`src/rtl/mac40_pkg.sv`:
```
// Package: shared operation and format codes for the multiply-accumulate unit.
// Assumes a 3-bit operation field and a 2-bit operand format field.
package mac40_pkg;
    typedef enum logic [2:0] {
        OP_NONE = 3'd0,
        OP_MUL  = 3'd1,
        OP_MADD = 3'd2,
        OP_MSUB = 3'd3,
        OP_SAT  = 3'd4
    } mac_op_e;

    typedef enum logic [1:0] {
        FMT_SS = 2'd0,
        FMT_US = 2'd1,
        FMT_UU = 2'd2,
        FMT_XX = 2'd3
    } mac_fmt_e;
endpackage

```
`src/rtl/mac40_mult.sv`:
```
// Module: mac40_mult
// Combinational DW x DW multiplier. Each operand is widened by one bit,
// either signed or unsigned according to the format, so that one signed
// multiply covers every format exactly. The product is then sign-extended
// to the accumulator width.
// Assumes AW >= 2*DW+2.
module mac40_mult #(
    parameter int DW = 16,
    parameter int AW = 40
) (
    input  logic [DW-1:0] x_op,
    input  logic [DW-1:0] y_op,
    input  logic [1:0]    fmt,
    output logic [AW-1:0] prod
);
    import mac40_pkg::*;

    localparam int EW = DW + 1;
    localparam int PW = 2 * EW;

    logic x_signed, y_signed;
    logic signed [EW-1:0] x_ext, y_ext;
    logic signed [PW-1:0] p_full;

    // Decode which operands are read as two's complement.
    always_comb begin
        x_signed = (fmt == FMT_SS) || (fmt == FMT_XX);
        y_signed = (fmt != FMT_UU);
    end

    // Widen the operands and form the exact product.
    always_comb begin
        x_ext  = $signed({x_signed & x_op[DW-1], x_op});
        y_ext  = $signed({y_signed & y_op[DW-1], y_op});
        p_full = x_ext * y_ext;
    end

    generate
        if (AW > PW) begin : g_extend
            // Sign-extend the exact product to the accumulator width.
            always_comb prod = {{(AW-PW){p_full[PW-1]}}, p_full};
        end else begin : g_trim
            // Accumulator no wider than the product: keep the low bits.
            always_comb prod = p_full[AW-1:0];
        end
    endgenerate
endmodule

```
`src/rtl/mac40_accum.sv`:
```
// Module: mac40_accum
// Computes the next accumulator value from the current one, the product,
// the operation code and the round request. It also reports whether the
// current value lies outside the signed range of the PW-bit product.
// Assumes AW > PW and that 2^(RB) lies inside PW.
module mac40_accum #(
    parameter int AW = 40,
    parameter int PW = 32,
    parameter int RB = 15
) (
    input  logic [2:0]    op,
    input  logic          exec_en,
    input  logic          rnd,
    input  logic [AW-1:0] prod,
    input  logic [AW-1:0] acc_cur,
    output logic [AW-1:0] acc_nxt,
    output logic          acc_we,
    output logic          ovf
);
    import mac40_pkg::*;

    localparam int GW = AW - PW + 1;
    localparam logic [AW-1:0] POS_FS = {{GW{1'b0}}, {(PW-1){1'b1}}};
    localparam logic [AW-1:0] NEG_FS = {{GW{1'b1}}, {(PW-1){1'b0}}};
    localparam logic [AW-1:0] RND_BIAS = AW'(1) << RB;

    logic [GW-1:0] guard;
    logic [AW-1:0] base, addend, bias;
    logic          arith;

    // Out-of-range detection: guard bits and product sign bit disagree.
    always_comb begin
        guard = acc_cur[AW-1:PW-1];
        ovf   = !((&guard) || (~|guard));
    end

    // Select the operands of the single adder.
    always_comb begin
        arith  = (op == OP_MUL) || (op == OP_MADD) || (op == OP_MSUB);
        base   = (op == OP_MUL) ? '0 : acc_cur;
        addend = (op == OP_MSUB) ? (~prod + AW'(1)) : prod;
        bias   = rnd ? RND_BIAS : '0;
    end

    // Next value and write enable for each operation.
    always_comb begin
        acc_nxt = acc_cur;
        acc_we  = 1'b0;
        if (exec_en) begin
            if (arith) begin
                acc_nxt = base + addend + bias;
                acc_we  = 1'b1;
            end else if (op == OP_SAT && ovf) begin
                acc_nxt = acc_cur[AW-1] ? NEG_FS : POS_FS;
                acc_we  = 1'b1;
            end
        end
    end
endmodule

```
`src/rtl/mac40_bank.sv`:
```
// Module: mac40_bank
// Two accumulator registers with a select bit. A write goes to the
// register that is working at the time, and a swap flips the select bit
// in the same cycle.
// Assumes a synchronous active-low reset that clears both registers.
module mac40_bank #(
    parameter int AW = 40,
    parameter int NB = 2
) (
    input  logic          clk,
    input  logic          rst_n,
    input  logic          we,
    input  logic [AW-1:0] d,
    input  logic          swap,
    output logic [AW-1:0] active,
    output logic [AW-1:0] shadow
);
    logic          sel_q;
    logic [AW-1:0] regs_q [NB];

    // Working-bank select: cleared on reset, flipped on a swap.
    always_ff @(posedge clk) begin
        if (!rst_n)    sel_q <= 1'b0;
        else if (swap) sel_q <= ~sel_q;
    end

    generate
        for (genvar b = 0; b < NB; b++) begin : g_reg
            // One accumulator register, written only while it is selected.
            always_ff @(posedge clk) begin
                if (!rst_n)                        regs_q[b] <= '0;
                else if (we && (sel_q == 1'(b)))   regs_q[b] <= d;
            end
        end
    endgenerate

    // Present the working and shadow registers.
    always_comb begin
        active = regs_q[sel_q];
        shadow = regs_q[~sel_q];
    end

    // after a swap with no write, the old shadow becomes the working value.
    a_r10_swap_brings_shadow: assert property (@(posedge clk) disable iff (!rst_n)
        (swap && !we) |=> (active == $past(shadow)));
    // a write in a swap cycle lands in the register that then becomes shadow.
    a_r10_swap_write_old: assert property (@(posedge clk) disable iff (!rst_n)
        (swap && we) |=> (shadow == $past(d)));
endmodule

```
`src/rtl/mac40_unit.sv`:
```
// Module: mac40_unit (top)
// Single-cycle multiply / multiply-add / multiply-subtract into a 40-bit
// accumulator with per-operation operand format, rounding bias, an
// overflow flag, a conditional saturate, and a shadow accumulator.
// Assumes inputs are set up before the rising edge; all state is updated
// on that edge.
module mac40_unit #(
    parameter int DW = 16,
    parameter int GB = 8
) (
    input  logic                  clk,
    input  logic                  rst_n,
    input  logic                  exec_en,
    input  logic [2:0]            op,
    input  logic [1:0]            fmt,
    input  logic                  rnd,
    input  logic [DW-1:0]         x_in,
    input  logic [DW-1:0]         y_in,
    input  logic                  bank_swap,
    output logic [GB-1:0]         acc_ext,
    output logic [DW-1:0]         acc_hi,
    output logic [DW-1:0]         acc_lo,
    output logic                  ovf
);
    import mac40_pkg::*;

    localparam int PW = 2 * DW;
    localparam int AW = PW + GB;
    localparam int RB = DW - 1;

    logic [AW-1:0] prod, acc_cur, acc_shd, acc_nxt;
    logic          acc_we;

    mac40_mult #(.DW(DW), .AW(AW)) u_mult (
        .x_op (x_in),
        .y_op (y_in),
        .fmt  (fmt),
        .prod (prod)
    );

    mac40_accum #(.AW(AW), .PW(PW), .RB(RB)) u_accum (
        .op      (op),
        .exec_en (exec_en),
        .rnd     (rnd),
        .prod    (prod),
        .acc_cur (acc_cur),
        .acc_nxt (acc_nxt),
        .acc_we  (acc_we),
        .ovf     (ovf)
    );

    mac40_bank #(.AW(AW), .NB(2)) u_bank (
        .clk    (clk),
        .rst_n  (rst_n),
        .we     (acc_we),
        .d      (acc_nxt),
        .swap   (bank_swap),
        .active (acc_cur),
        .shadow (acc_shd)
    );

    // Split the working accumulator into its three output fields.
    always_comb begin
        acc_ext = acc_cur[AW-1:PW];
        acc_hi  = acc_cur[PW-1:DW];
        acc_lo  = acc_cur[DW-1:0];
    end

    // a dropped operation leaves the accumulator untouched.
    a_r8_disabled_holds: assert property (@(posedge clk) disable iff (!rst_n)
        (!exec_en && !bank_swap) |=> $stable({acc_ext, acc_hi, acc_lo}));
    // an empty operation code leaves the accumulator untouched.
    a_r9_empty_op_holds: assert property (@(posedge clk) disable iff (!rst_n)
        ((op == 3'd0 || op > 3'd4) && !bank_swap) |=> $stable({acc_ext, acc_hi, acc_lo}));
    // a saturate taken on overflow brings the value back in range.
    a_r7_sat_clears_ovf: assert property (@(posedge clk) disable iff (!rst_n)
        (exec_en && op == 3'd4 && ovf && !bank_swap) |=> !ovf);
    // a saturate keeps the sign of the clamped value.
    a_r7_sat_keeps_sign: assert property (@(posedge clk) disable iff (!rst_n)
        (exec_en && op == 3'd4 && !bank_swap) |=> (acc_ext[GB-1] == $past(acc_ext[GB-1])));
    // a saturate without overflow changes nothing.
    a_r7_sat_no_ovf_holds: assert property (@(posedge clk) disable iff (!rst_n)
        (exec_en && op == 3'd4 && !ovf && !bank_swap) |=> $stable({acc_ext, acc_hi, acc_lo}));
endmodule

```
`config.mk`:
```
export PLATFORM = sky130hd
export DESIGN_NAME = mac40_unit
export DESIGN_NICKNAME = d
export VERILOG_FILES = /design/src/rtl/mac40_pkg.sv /design/src/rtl/mac40_mult.sv /design/src/rtl/mac40_accum.sv /design/src/rtl/mac40_bank.sv /design/src/rtl/mac40_unit.sv
export SDC_FILE = /design/constraint.sdc
export NUM_CORES = 1
export LEC_CHECK = 0
export ABC_AREA = 1
export BUFFER_PORTS_ARGS = -buffer_cell sky130_fd_sc_hd__buf_2
export CAP_MARGIN = 10
export CORE_UTILIZATION = 65
export CTS_CLUSTER_DIAMETER = 60
export DETAILED_ROUTE_END_ITERATION = 6
export PLACE_DENSITY = 0.83
export SETUP_SLACK_MARGIN = 0.2
export SYNTH_ARGS = -nofsm -noshare
export SYNTH_HDL_FRONTEND = slang
export SYNTH_SLANG_ARGS = --single-unit
```
`constraint.sdc`:
```
create_clock -name clk -period 10.1 [get_ports clk]
set_clock_uncertainty 0.15 [all_clocks]
set_input_delay 1.01 -clock clk [delete_from_list [all_inputs] [get_ports clk]]
set_output_delay 1.01 -clock clk [all_outputs]
set_load 0.03 [all_outputs]
```
== Word level (Yosys, flattened, before mapping) ==
Memory sizes are Yosys's and may differ from the RTL's. A register that Yosys moved wholly into a read port is not among the register bits.
Cells that the tools add are included.

* Eq/ne operators: 6
* Multiplexer cells: 21
* Reductions and logical operators: 12
* $mul: 1
* Add/sub/neg operators: 3
* Bitwise operators: 6

{| class="wikitable"
|+ Operators by type and width
! cell !! number
|-
| two-way mux 40 bit || 8
|-
| adder 40 bit || 2
|-
| adder 40 x 1 -> 40 bit (second input constant) || 1
|-
| inverter 40 bit || 1
|-
| multiplier 17 x 17 -> 34 bit || 1
|-
| two-way mux 16 bit || 1
|-
| two-way mux 1 bit || 12
|-
| AND reduction 9 bit || 1
|-
| OR reduction 9 bit || 1
|-
| == test 3 x 2 -> 1 bit (second input constant) || 2
|-
| logical OR 1 bit || 4
|-
| == test 3 x 1 -> 1 bit (second input constant) || 1
|-
| == test 3 bit (second input constant) || 1
|-
| logical AND 1 bit || 3
|-
| AND 1 bit || 2
|-
| == test 2 bit (second input constant) || 1
|-
| logical NOT 1 bit || 2
|-
| logical NOT 2 bit || 1
|-
| != test 2 bit (second input constant) || 1
|-
| bitwise OR 1 bit || 2
|-
| inverter 1 bit || 1
|}

* Word-level logic and storage cells: 51
* Bits of input ports: 42
* Memories kept: 1
* Register bits after elaboration: 1
* Bits in writable memories: 80

{| class="wikitable"
|+ Memory list
! memory !! depth !! bits a word !! read ports !! clocked after Yosys merged registers in !! wr ports !! line !! text
|-
| u_bank.regs_q || 2 || 40 || 1 || 1 || 2 || mac40_bank.sv:19 || <nowiki>logic [AW-1:0] regs_q [NB];</nowiki>
|}

== Logic depth before layout (Yosys ltp) ==
* Word-level depth: 13
* Depth in mapped cells: 53

== Cells and area by module ==
Synthesis repeated with hierarchy kept, for this count alone.

* Cells, all modules: 3249
* Area total of the unflattened synthesis: 21938.5 um^2

{| class="wikitable"
|+ By module, submodules not included
! module !! instances !! cells an instance !! seq. area each (um^2) !! area an instance (um^2)
|-
| mac40_mult || 1 || 1626 || 0.0 || 12019.0
|-
| mac40_accum || 1 || 1185 || 0.0 || 5972.0
|-
| mac40_bank || 1 || 438 || 2442.3 || 3947.5
|}

== Worst setup path before layout ==
OpenSTA, ideal clock, no wires.

* Path type: input-to-reg
* Start point: in fmt[0]
* End point: mem u_bank.regs_q[0][39], data pin
* Stages: 43
* Path buffers: 1
* Slack: 0.929 ns
* Setup time: 0.259 ns
* Data arrival time: 8.762 ns
* Cells stage by stage: inv_1 ha_1 nand2_1 inv_1 clkbuf_1 nand2_1 inv_1 fa_1 inv_1 fa_1 inv_1 fa_1 fa_1 fa_1 inv_1 fa_1 inv_1 ha_1 (+7 left out) nor2_1 nand3_1 nor2_2 nand2_1 o21ai_2 xor2_1 ha_1 ha_1 a21o_1 o21bai_1 o21bai_1 a21oi_1 nand3_1 or2_2 nand2_1 nand3_1 nand3_2 a21oi_1

{| class="wikitable"
|+ RTL lines
! what !! line !! text
|-
| from (decl) || mac40_unit.sv:15 || <nowiki>input logic [1:0] fmt,</nowiki>
|-
| to (decl) || mac40_bank.sv:19 ||
|}

==> results.ini <==
[floorplan]
row_count = 64
core-area_um2 = 30830
die_area_um2 = 32310
start_util = 0.6662
die_w_um = 179.8
ioPinCount = 83
die_h_um = 179.8

[synthesis]
synth_compound_area_frac = 0.08614
synth_edf_count = 80
seq_area_frac_synth = 0.1189
synth_top_family_by_area = adder cells
synth_seq_cells = 82
yosys.area_share.adder = 0.3898
syn_inst = 2855
synth_fp_nets = 3358
syn_avg_cell_area_um2 = 7.194
synth_area_um2 = 20540
synth_mux_area_frac = 0
ys_async_sr_fraction = 0
synthFlopType = edfxtp_1
synthDistinctLibCells = 53
synth-xor-area-share = 0.02248
yosys.area_share.simple = 0.2433
synth_warnings = 0

[global_route]
grt.overflow.total = 0
grt_pass1_wl_um = 97900
grt_usage = 0.3837
grt_max_degree = 74
antenna_found_initial = 0
grt_pass1_vias = 18939

[cells_and_area]
mostFrequentLayoutCell = nand2_1
area_growth_pct = 9.296
fillCellCount = 2459
finalNetCount = 3431
antenna_cells_inserted = 0
drive_above_1_share = 0.1241
final_cell_mix = nand2_1 (708), inv_1 (627), fa_1 (294), nor2_1 (207), ha_1 (144)
stdcell_count = 3329

[timing]
rsz0062_at_grt = no
maxSlewHeadroom = 0.2804
hold_slack_ns = 0.4363
fin_setup_tns_ns = 0
period_needed_ns = 9.558
fmax_mhz = 104.6
setup_viol = 0
min_period_over_period = 0.9464
hold_viol = 0
max_slew.worst_pin.slew_ns = 1.076
worst_slack_ns = 0.5417
finalMaxSlewViolations = 0

[route]
drc = 4
ant_nets = 0
routed_wirelength_um = 60580
drt_iter0_markers = 1850
vias = 19186
via_per_inst = 5.763
avgRoutedWirePerCell_um = 18.20
first_pass_iters = 7

[cts]
cts.htree.levels = 3
clk_pin_slew_ns = 0.07
cts-root-buf = clkbuf_16
clkLatencyLatePin_ns = 0.36
cts.path.max_buffers = 2
tritoncts = done
cts_made_buffers = 9
clock_sinks = 82

[setup_path]
crit_slowest_cell = fa_1
cp_common_cell = nand2_1
crit_path_max_fanout = 11
worstSetupPathType = in2reg
max_stage_delay_ns = 0.55
ff2ff_path_depth = 24
critPathArrivalTime_ns = 9.50
r2r-end = u_bank.regs_q[1][33]
critPathCaptureType = register
regToRegSetupSlack_ns = 4.66
critPathRequiredTime_ns = 10.05
worstSetupStartpointType = primary input

[placement]
portBuffers = 82
globalplace.congestion = 1.017
dp_hpwl_um = 49540
dp_slack_ns = -0.4315
place_inst = 3302

[status]
outcome = complete, but fails checks
failed_checks = DRC

[min_path]
min_from = u_bank.sel_q
hold_path_class = reg2reg
worstHoldEndpoint = u_bank.sel_q
hold_depth = 3

[job]
maxCapViolations = 0

[through the flow]
step                        util  cell area, µm²
after floorplan                -           20540
after global placement    0.7001           21580
after detailed placement  0.7001           21580
after CTS                 0.7112           21930
after global routing      0.7281           22450
final                     0.7281           22450
[worst max-delay path, delay by kind of cell]
kind	cells	cell delay, ns
adder cells (fa/ha/maj)	9	4.11
AO/OA/AOI/OAI	4	0.46
buffers and inverters	9	0.96
XOR/XNOR	1	0.29
AND/OR/NAND/NOR	22	2.66
[routing by layer]
metal | part of all wire | vias to the layer above | track usage
li1 | - | 8839 | -
met1 | 0.42 | 9213 | 0.5581
met2 | 0.45 | 1013 | 0.6149
met3 | 0.11 | 121 | 0.06058
met4 | 0.017 | 0 | 0.06517
met5 | 0 | - | 0
[flip-flops by register name (all words and copies together), names as in the netlist, named ones only]
register / cells
u_bank.regs_q: 80
u_bank.sel_q: 1
[cell usage after synthesis, drive strengths merged (7+ instances only)]
| library cell | n | area (µm²) |
|---|---|---|
| a21o | 9 | 67.56 |
| a21oi | 129 | 656.9 |
| a31oi | 13 | 81.33 |
| buf | 20 | 113.9 |
| clkbuf | 87 | 326.6 |
| edfxtp | 80 | 2402 |
| fa | 298 | 5966 |
| ha | 163 | 2039 |
| inv | 642 | 2415 |
| nand2 | 748 | 2885 |
| nand3 | 117 | 620.6 |
| nand3b | 7 | 52.55 |
| nand4 | 27 | 175.2 |
| nor2 | 242 | 975.9 |
| nor3 | 20 | 136.4 |
| o21ai | 147 | 750.7 |
| o21bai | 12 | 90.09 |
| or2 | 12 | 75.07 |
| xnor2 | 18 | 172.7 |
| xor2 | 33 | 289.0 |
[logic make-up after synthesis]
| family | after synthesis |
|---|---|
| XOR/XNOR | 51 |
| flip-flops | 82 |
| AND/OR/NAND/NOR | 1185 |
| adder cells (fa/ha/maj) | 461 |
| buffers and inverters | 751 |
| AO/OA/AOI/OAI | 325 |
[final cells by class]
type,count,area (µm²),share of cell area
clock buffers,9,225.2,0.01003
clock inverters,7,62.56,0.002787
inverters,644,2426,0.1081
multi-input cells,2022,15710,0.6996
flip-flops and latches,82,2442,0.1088
well taps,396,495.5,0.02207
repair buffers,169,1091,0.04860
[worst max-delay path by stage]
stage | from | endpoint | slack, ns | cells past startpoint
5_1_grt | y_in[2] | u_bank.regs_q[1][30] | 0.21 | 41
3_5_place_dp | fmt[0] | u_bank.regs_q[0][39] | -0.43 | 44
4_1_cts | fmt[0] | u_bank.regs_q[0][39] | 0.21 | 43
6_report | x_in[8] | u_bank.regs_q[0][29] | 0.54 | 45
2_1_floorplan | fmt[0] | u_bank.regs_q[0][39] | 0.93 | 43
3_3_place_gp | fmt[0] | u_bank.regs_q[1][39] | -0.36 | 44
[timing repair]
| item | 4_1_cts | 5_1_grt |
|---|---|---|
| gates resized for setup | 14 | 107 |
| endpoints found under the hold margin | 0 | 0 |
| buffers inserted | 1 | 10 |
| hold buffers | 0 | 0 |
| pin swaps | 0 | 20 |
| endpoints found under the setup margin | 14 | 41 |
Power is not shown: default switching activity piles up to over one toggle a cycle in this logic, so the estimate is an artifact.
